[src/rtl/xfeed_pkg.sv]
`timescale 1ns/1ps
package xfeed_pkg;

  // Path order matches the write address decode.
  typedef enum logic [1:0] {
    PATH_LL = 2'd0,
    PATH_LR = 2'd1,
    PATH_RL = 2'd2,
    PATH_RR = 2'd3
  } path_e;

  localparam int NPATH     = 4;
  localparam int GAIN_W    = 16;
  localparam int GAIN_FRAC = 15;
  localparam int STEPS_PER_HALVING = 12;

  // Strobes from control to datapath, one per pipeline stage.
  typedef struct packed {
    logic capture;
    logic mulEn;
    logic sumEn;
  } xfeed_stb_t;

  // Q1.15 gain for each half-decibel step inside one halving interval.
  function automatic logic [GAIN_W-1:0] stepMantissa(input logic [3:0] k);
    case (k)
      4'd0:    return 16'd32768;
      4'd1:    return 16'd30935;
      4'd2:    return 16'd29205;
      4'd3:    return 16'd27571;
      4'd4:    return 16'd26029;
      4'd5:    return 16'd24573;
      4'd6:    return 16'd23198;
      4'd7:    return 16'd21900;
      4'd8:    return 16'd20675;
      4'd9:    return 16'd19519;
      4'd10:   return 16'd18427;
      4'd11:   return 16'd17396;
      default: return 16'd0;
    endcase
  endfunction

endpackage

[src/rtl/xfeed_ctrl.sv]
`timescale 1ns/1ps
module xfeed_ctrl
  import xfeed_pkg::*;
#(
  parameter int CODE_W = 7
) (
  input  logic                              clk,
  input  logic                              rstN,
  input  logic                              wrEn,
  input  logic [$clog2(NPATH)-1:0]          wrAddr,
  input  logic [CODE_W:0]                   wrData,
  input  logic                              inValid,
  output xfeed_stb_t                        stb,
  output logic [NPATH-1:0][CODE_W-1:0]      codes,
  output logic                              outValid,
  output logic                              wrErr
);

  localparam int ADDR_W = $clog2(NPATH);
  localparam logic [CODE_W-1:0] MUTE = {CODE_W{1'b1}};

  logic       badWrite;
  logic [2:0] stagePipe;

  assign badWrite = wrEn && wrData[CODE_W];

  // One code register per path; cross paths reset to mute.
  for (genvar g = 0; g < NPATH; g++) begin : g_code
    localparam logic [CODE_W-1:0] RST_CODE =
      (g == int'(PATH_LR) || g == int'(PATH_RL)) ? MUTE : '0;
    logic [CODE_W-1:0] codeQ;
    logic              hit;

    assign hit = wrEn && !wrData[CODE_W] && (wrAddr == ADDR_W'(g));

    always_ff @(posedge clk or negedge rstN) begin
      if (!rstN)    codeQ <= RST_CODE;
      else if (hit) codeQ <= wrData[CODE_W-1:0];
    end

    assign codes[g] = codeQ;
  end

  always_ff @(posedge clk or negedge rstN) begin
    if (!rstN) begin
      wrErr     <= 1'b0;
      stagePipe <= '0;
    end else begin
      wrErr     <= badWrite;
      stagePipe <= {stagePipe[1:0], inValid};
    end
  end

  assign stb.capture = inValid;
  assign stb.mulEn   = stagePipe[0];
  assign stb.sumEn   = stagePipe[1];
  assign outValid    = stagePipe[2];

endmodule

[src/rtl/xfeed_datapath.sv]
`timescale 1ns/1ps
module xfeed_datapath
  import xfeed_pkg::*;
#(
  parameter int DATA_W = 16,
  parameter int CODE_W = 7
) (
  input  logic                         clk,
  input  logic                         rstN,
  input  xfeed_stb_t                   stb,
  input  logic signed [DATA_W-1:0]     inL,
  input  logic signed [DATA_W-1:0]     inR,
  input  logic [NPATH-1:0][CODE_W-1:0] codes,
  output logic signed [DATA_W-1:0]     outL,
  output logic signed [DATA_W-1:0]     outR
);

  localparam int PROD_W = DATA_W + GAIN_W + 1;
  localparam int TERM_W = DATA_W + 1;
  localparam int SUM_W  = TERM_W + 1;
  localparam logic [CODE_W-1:0] MUTE  = {CODE_W{1'b1}};
  localparam logic [CODE_W-1:0] STEPS = CODE_W'(STEPS_PER_HALVING);
  localparam logic [GAIN_W-1:0] UNITY = GAIN_W'(1 << GAIN_FRAC);
  localparam logic signed [SUM_W-1:0] SAT_HI = SUM_W'((1 << (DATA_W-1)) - 1);
  localparam logic signed [SUM_W-1:0] SAT_LO = -SAT_HI - SUM_W'(1);

  function automatic logic [GAIN_W-1:0] codeToGain(input logic [CODE_W-1:0] c);
    logic [CODE_W-1:0] octave;
    logic [CODE_W-1:0] step;
    octave = c / STEPS;
    step   = c % STEPS;
    if (c == '0)        return UNITY;
    else if (c == MUTE) return '0;
    else                return stepMantissa(step[3:0]) >> octave;
  endfunction

  function automatic logic signed [DATA_W-1:0] clampSum(input logic signed [SUM_W-1:0] s);
    if (s > SAT_HI)      return SAT_HI[DATA_W-1:0];
    else if (s < SAT_LO) return SAT_LO[DATA_W-1:0];
    else                 return s[DATA_W-1:0];
  endfunction

  logic signed [DATA_W-1:0] smpL, smpR;

  always_ff @(posedge clk or negedge rstN) begin
    if (!rstN) begin
      smpL <= '0;
      smpR <= '0;
    end else if (stb.capture) begin
      smpL <= inL;
      smpR <= inR;
    end
  end

  // Per path: gain snapshot at capture, weighted term one stage later.
  for (genvar g = 0; g < NPATH; g++) begin : g_path
    logic [GAIN_W-1:0]        gainQ;
    logic signed [DATA_W-1:0] src;
    logic signed [PROD_W-1:0] prod;
    logic signed [TERM_W-1:0] termQ;

    assign src  = (g == int'(PATH_LL) || g == int'(PATH_LR)) ? smpL : smpR;
    assign prod = src * $signed({1'b0, gainQ});

    always_ff @(posedge clk or negedge rstN) begin
      if (!rstN) begin
        gainQ <= '0;
        termQ <= '0;
      end else begin
        if (stb.capture) gainQ <= codeToGain(codes[g]);
        if (stb.mulEn)   termQ <= prod[GAIN_FRAC +: TERM_W];
      end
    end
  end

  logic signed [SUM_W-1:0] sumL, sumR;

  assign sumL = $signed({g_path[PATH_LL].termQ[TERM_W-1], g_path[PATH_LL].termQ})
              + $signed({g_path[PATH_RL].termQ[TERM_W-1], g_path[PATH_RL].termQ});
  assign sumR = $signed({g_path[PATH_LR].termQ[TERM_W-1], g_path[PATH_LR].termQ})
              + $signed({g_path[PATH_RR].termQ[TERM_W-1], g_path[PATH_RR].termQ});

  always_ff @(posedge clk or negedge rstN) begin
    if (!rstN) begin
      outL <= '0;
      outR <= '0;
    end else if (stb.sumEn) begin
      outL <= clampSum(sumL);
      outR <= clampSum(sumR);
    end
  end

endmodule

[src/rtl/xfeed_matrix.sv]
`timescale 1ns/1ps
module xfeed_matrix
  import xfeed_pkg::*;
#(
  parameter int DATA_W = 16,
  parameter int CODE_W = 7
) (
  input  logic                     clk,
  input  logic                     rstN,
  input  logic                     wrEn,
  input  logic [1:0]               wrAddr,
  input  logic [CODE_W:0]          wrData,
  output logic                     wrErr,
  input  logic                     inValid,
  input  logic signed [DATA_W-1:0] inL,
  input  logic signed [DATA_W-1:0] inR,
  output logic                     outValid,
  output logic signed [DATA_W-1:0] outL,
  output logic signed [DATA_W-1:0] outR
);

  xfeed_stb_t                   stb;
  logic [NPATH-1:0][CODE_W-1:0] codes;

  xfeed_ctrl #(.CODE_W(CODE_W)) u_ctrl (
    .clk      (clk),
    .rstN     (rstN),
    .wrEn     (wrEn),
    .wrAddr   (wrAddr),
    .wrData   (wrData),
    .inValid  (inValid),
    .stb      (stb),
    .codes    (codes),
    .outValid (outValid),
    .wrErr    (wrErr)
  );

  xfeed_datapath #(.DATA_W(DATA_W), .CODE_W(CODE_W)) u_dp (
    .clk   (clk),
    .rstN  (rstN),
    .stb   (stb),
    .inL   (inL),
    .inR   (inR),
    .codes (codes),
    .outL  (outL),
    .outR  (outR)
  );

endmodule

[config.mk]
export PLATFORM = sky130hd
export DESIGN_NAME = xfeed_matrix
export DESIGN_NICKNAME = d
export VERILOG_FILES = /design/src/rtl/xfeed_pkg.sv /design/src/rtl/xfeed_ctrl.sv /design/src/rtl/xfeed_datapath.sv /design/src/rtl/xfeed_matrix.sv
export SDC_FILE = /design/constraint.sdc
export NUM_CORES = 2
export LEC_CHECK = 0
export CAP_MARGIN = 30
export CORE_AREA = 2 2 389 391
export CTS_CLUSTER_SIZE = 30
export DETAILED_ROUTE_END_ITERATION = 8
export DIE_AREA = 0 0 391 393
export PLACE_DENSITY = 0.52
export SKIP_CTS_REPAIR_TIMING = 1
export SLEW_MARGIN = 20
export SYNTH_ARGS = -nofsm -noshare
export SYNTH_HDL_FRONTEND = slang
export SYNTH_HIERARCHICAL = 1
export SYNTH_SLANG_ARGS = --single-unit
[constraint.sdc]
create_clock -name clk -period 14.97 [get_ports clk]
set_input_delay 1.497 -clock clk [delete_from_list [all_inputs] [get_ports clk]]
set_output_delay 1.497 -clock clk [all_outputs]
set_load 0.01 [all_outputs]
==> impl_metrics.json <==
{
  "synth_seq_area_share_pct": 12.0,
  "num_vias": 35800,
  "layout_setup_ws_ns": 7.32,
  "wire_per_inst_um": 19.0,
  "final_common_cell": "inv_1",
  "ys_seq_elements": 228,
  "cts_made_buffers": 35,
  "antenna_found_initial": 10,
  "row_count": 142,
  "initial_core_util_pct": 31.9,
  "root_buffer": "clkbuf_16",
  "grt_max_degree": 65,
  "tns_ns": 0,
  "crit_top_cell": "fa_1",
  "htreeDepth": 2,
  "cpMaxStageDelayCell": "dfrtp_1",
  "cp_top_family": "adder cells",
  "cp.arrival_ns": 8.12,
  "setup_viol": 0,
  "syn_inst": 5259,
  "postSynthAreaPerCell_um2": 9.04,
  "slew_headroom_pct": 33.6,
  "design.core.area_um2": 149000,
  "die-width_um": 391,
  "viasPerCell": 5.01,
  "final_area_um2": 51500,
  "dp_cells": 7093,
  "grt_usage_pct": 18.1,
  "die_h_um": 393,
  "drive_gt1_share_pct": 5.97,
  "worst-path-buf-inv": 6,
  "finalCritPeriodShare_pct": 51.1,
  "path_max_fanout": 18,
  "worst_slew_pin_slew_ns": 0.996,
  "io_pins": 80,
  "crit_chain": "buf_4, nand2_1, fa_1, inv_1, fa_1, inv_1, fa_1, inv_1, fa_1, inv_1, fa_1, inv_1, fa_1, ha_1, a41o_1, a211oi_1, o21ba_2, o32ai_1, a21oi_1, nor2_1, a2111oi_1, a21oi_1, xnor2_1, mux2_2",
  "finalHoldViolCount": 0,
  "clock_path_buffers": 3,
  "synthFlopType": "dfrtp_1",
  "drt_iter0_drc": 2069,
  "startpoint_type": "register",
  "finClkSkew_ns": 0.0450,
  "place_area_um2": 50400,
  "clk_latency_ns": 0.61,
  "overflow": 0,
  "gp_congestion": 0.863,
  "fmax_mhz": 131,
  "dp.final_hpwl_um": 104000,
  "io_buffers": 79,
  "netlist_area_um2": 47500,
  "cp.required_ns": 15.43,
  "syn-num-nets": 6600,
  "drc": 0,
  "critical_path_class": "reg2reg",
  "drv_slew": 0,
  "first_pass_iters": 5,
  "dp_slack_ns": 7.45,
  "cts.sinks": 228,
  "ant_nets": 0,
  "synth_edf_count": 0,
  "layout_min_cycle_time_ns": 7.65,
  "final_nets": 6528,
  "outcome": "finished clean",
  "drv_cap": 0,
  "clk_pin_slew_ns": 0.07,
  "fin_cells": 7155,
  "grt_pass1_vias": 37500,
  "totalWireLength_um": 136000,
  "critical-path-max-stage-delay_ns": 0.73,
  "hp-class": "reg2reg",
  "final_cell_mix": "inv_1 (975), fa_1 (774), nand2_1 (730)",
  "grt_pass1_wl_um": 219000,
  "r2r_slack_ns": 7.32,
  "synth_cell_types": 101,
  "cts_tree": "built",
  "die_area_um2": 154000,
  "area_growth_pct": 8.39,
  "rsz0062_at_grt": "no",
  "endpoint_kind": "register",
  "ys_warn_count": 6,
  "async_reset_ff_share_pct": 100
}
==> layer usage <==
layer | routed length (µm) | global-route usage [%] | vias to the layer above
met5 | 39 | 0 | -
met4 | 2550 | 3.70 | 6
met3 | 6520 | 1.96 | 147
met2 | 61400 | 29.2 | 789
met1 | 65200 | 26.3 | 18300
li1 | - | - | 16600
==> cells in the mapped netlist, types with 8 or more instances <==
| cell | number | area (µm²) |
|---|---|---|
| a221oi_1 | 10 | 87.6 |
| a32oi_1 | 8 | 70.1 |
| o211ai_1 | 25 | 188 |
| a221o_1 | 40 | 400 |
| xnor2_1 | 79 | 692 |
| inv_1 | 975 | 3660 |
| dfstp_2 | 14 | 368 |
| o21ai_0 | 104 | 521 |
| or3_1 | 13 | 81.3 |
| fa_1 | 774 | 15500 |
| a211oi_1 | 39 | 293 |
| nor2b_1 | 22 | 138 |
| a21oi_1 | 149 | 746 |
| o31ai_1 | 9 | 67.6 |
| xor2_1 | 37 | 324 |
| o21bai_1 | 12 | 90.1 |
| o21a_1 | 37 | 278 |
| buf_2 | 19 | 95.1 |
| o221ai_1 | 23 | 201 |
| ha_1 | 521 | 6520 |
| nand3_1 | 39 | 195 |
| o22ai_1 | 15 | 93.8 |
| a21boi_0 | 9 | 67.6 |
| nand2_1 | 730 | 2740 |
| a211o_1 | 15 | 131 |
| and3_1 | 21 | 131 |
| mux2i_1 | 33 | 330 |
| o2bb2ai_1 | 38 | 333 |
| nor2_1 | 146 | 548 |
| dfrtp_1 | 214 | 5360 |
| and2_1 | 395 | 2470 |
| nand4_1 | 18 | 113 |
| a21o_1 | 49 | 368 |
| nand2b_1 | 59 | 369 |
| a22o_1 | 8 | 70.1 |
| clkbuf_1 | 235 | 882 |
| nor3_1 | 30 | 150 |
| mux2_2 | 120 | 1350 |
| a31oi_1 | 18 | 113 |
==> stage by stage <==
stage / hold slack (ns) / utilization [%]
2_1_floorplan: 0.433 / -
3_3_place_gp: 0.469 / 33.7
3_5_place_dp: 0.473 / 33.7
4_1_cts: 0.497 / 34.5
5_1_grt: 0.523 / 34.5
6_report: 0.488 / 34.5
==> worst paths after layout <==
kind                                        from                  endpoint  cells past startpoint
max                        u_dp/g_path[2].src[3]  u_dp/g_path[3].termQ[16]                     24
min                                u_dp/outL[15]             u_dp/outL[15]                      1
max reg2reg                u_dp/g_path[2].src[3]  u_dp/g_path[3].termQ[16]                     24
min reg2reg                        u_dp/outL[15]             u_dp/outL[15]                      1
max in group asynchronous                   rstN   u_dp/g_path[2].gainQ[1]                      4
min in group asynchronous                   rstN    u_dp/g_path[0].src[13]                      1
==> logic make-up (layout without fill, tap and decap cells) <==
family          Yosys count  count (layout)  share of synthesized area [%]
simple gates           1523            1523                           15.5
fa+ha+maj              1299            1299                           46.4
buf+inv                1245            1196                           9.95
compound gates          691             691                           10.3
flops                   228             228                           12.0
mux                     157             157                           3.70
xor+xnor                116             116                           2.14
other cells               0               1                              0
==> state kept, by name (all words and copies together), names as in the netlist <==
signal,cells
u_ctrl/g_code.codeQ,28
u_ctrl/stagePipe,3
u_dp/g_path.termQ,68
u_dp/g_path.src,32
u_dp/g_path.gainQ,64
u_dp/outL,16
u_ctrl/wrErr,1
u_dp/outR,16
==> area by class of cell <==
class | instances | area [µm²]
Inverter | 979 | 3670
Fill cell | 15400 | 97700
Timing Repair Buffer | 157 | 1450
Clock buffer | 43 | 937
Sequential cell | 228 | 5730
Clock inverter | 17 | 210
Antenna cell | 1 | 2.50
Tap cell | 1944 | 2430
Multi-Input combinational cell | 3786 | 37100
==> worst reg2reg max path, delay by kind of cell, from the launching register on <==
family / cells / cell delay, ns
fa+ha+maj: 7 / 3.35
compound gates: 7 / 2.15
flops: 1 / 0.73
buf+inv: 6 / 0.63
mux: 1 / 0.26
simple gates: 2 / 0.22
xor+xnor: 1 / 0.17
Power is not shown: default switching activity piles up to over one toggle a cycle in this logic, so the estimate is an artifact.
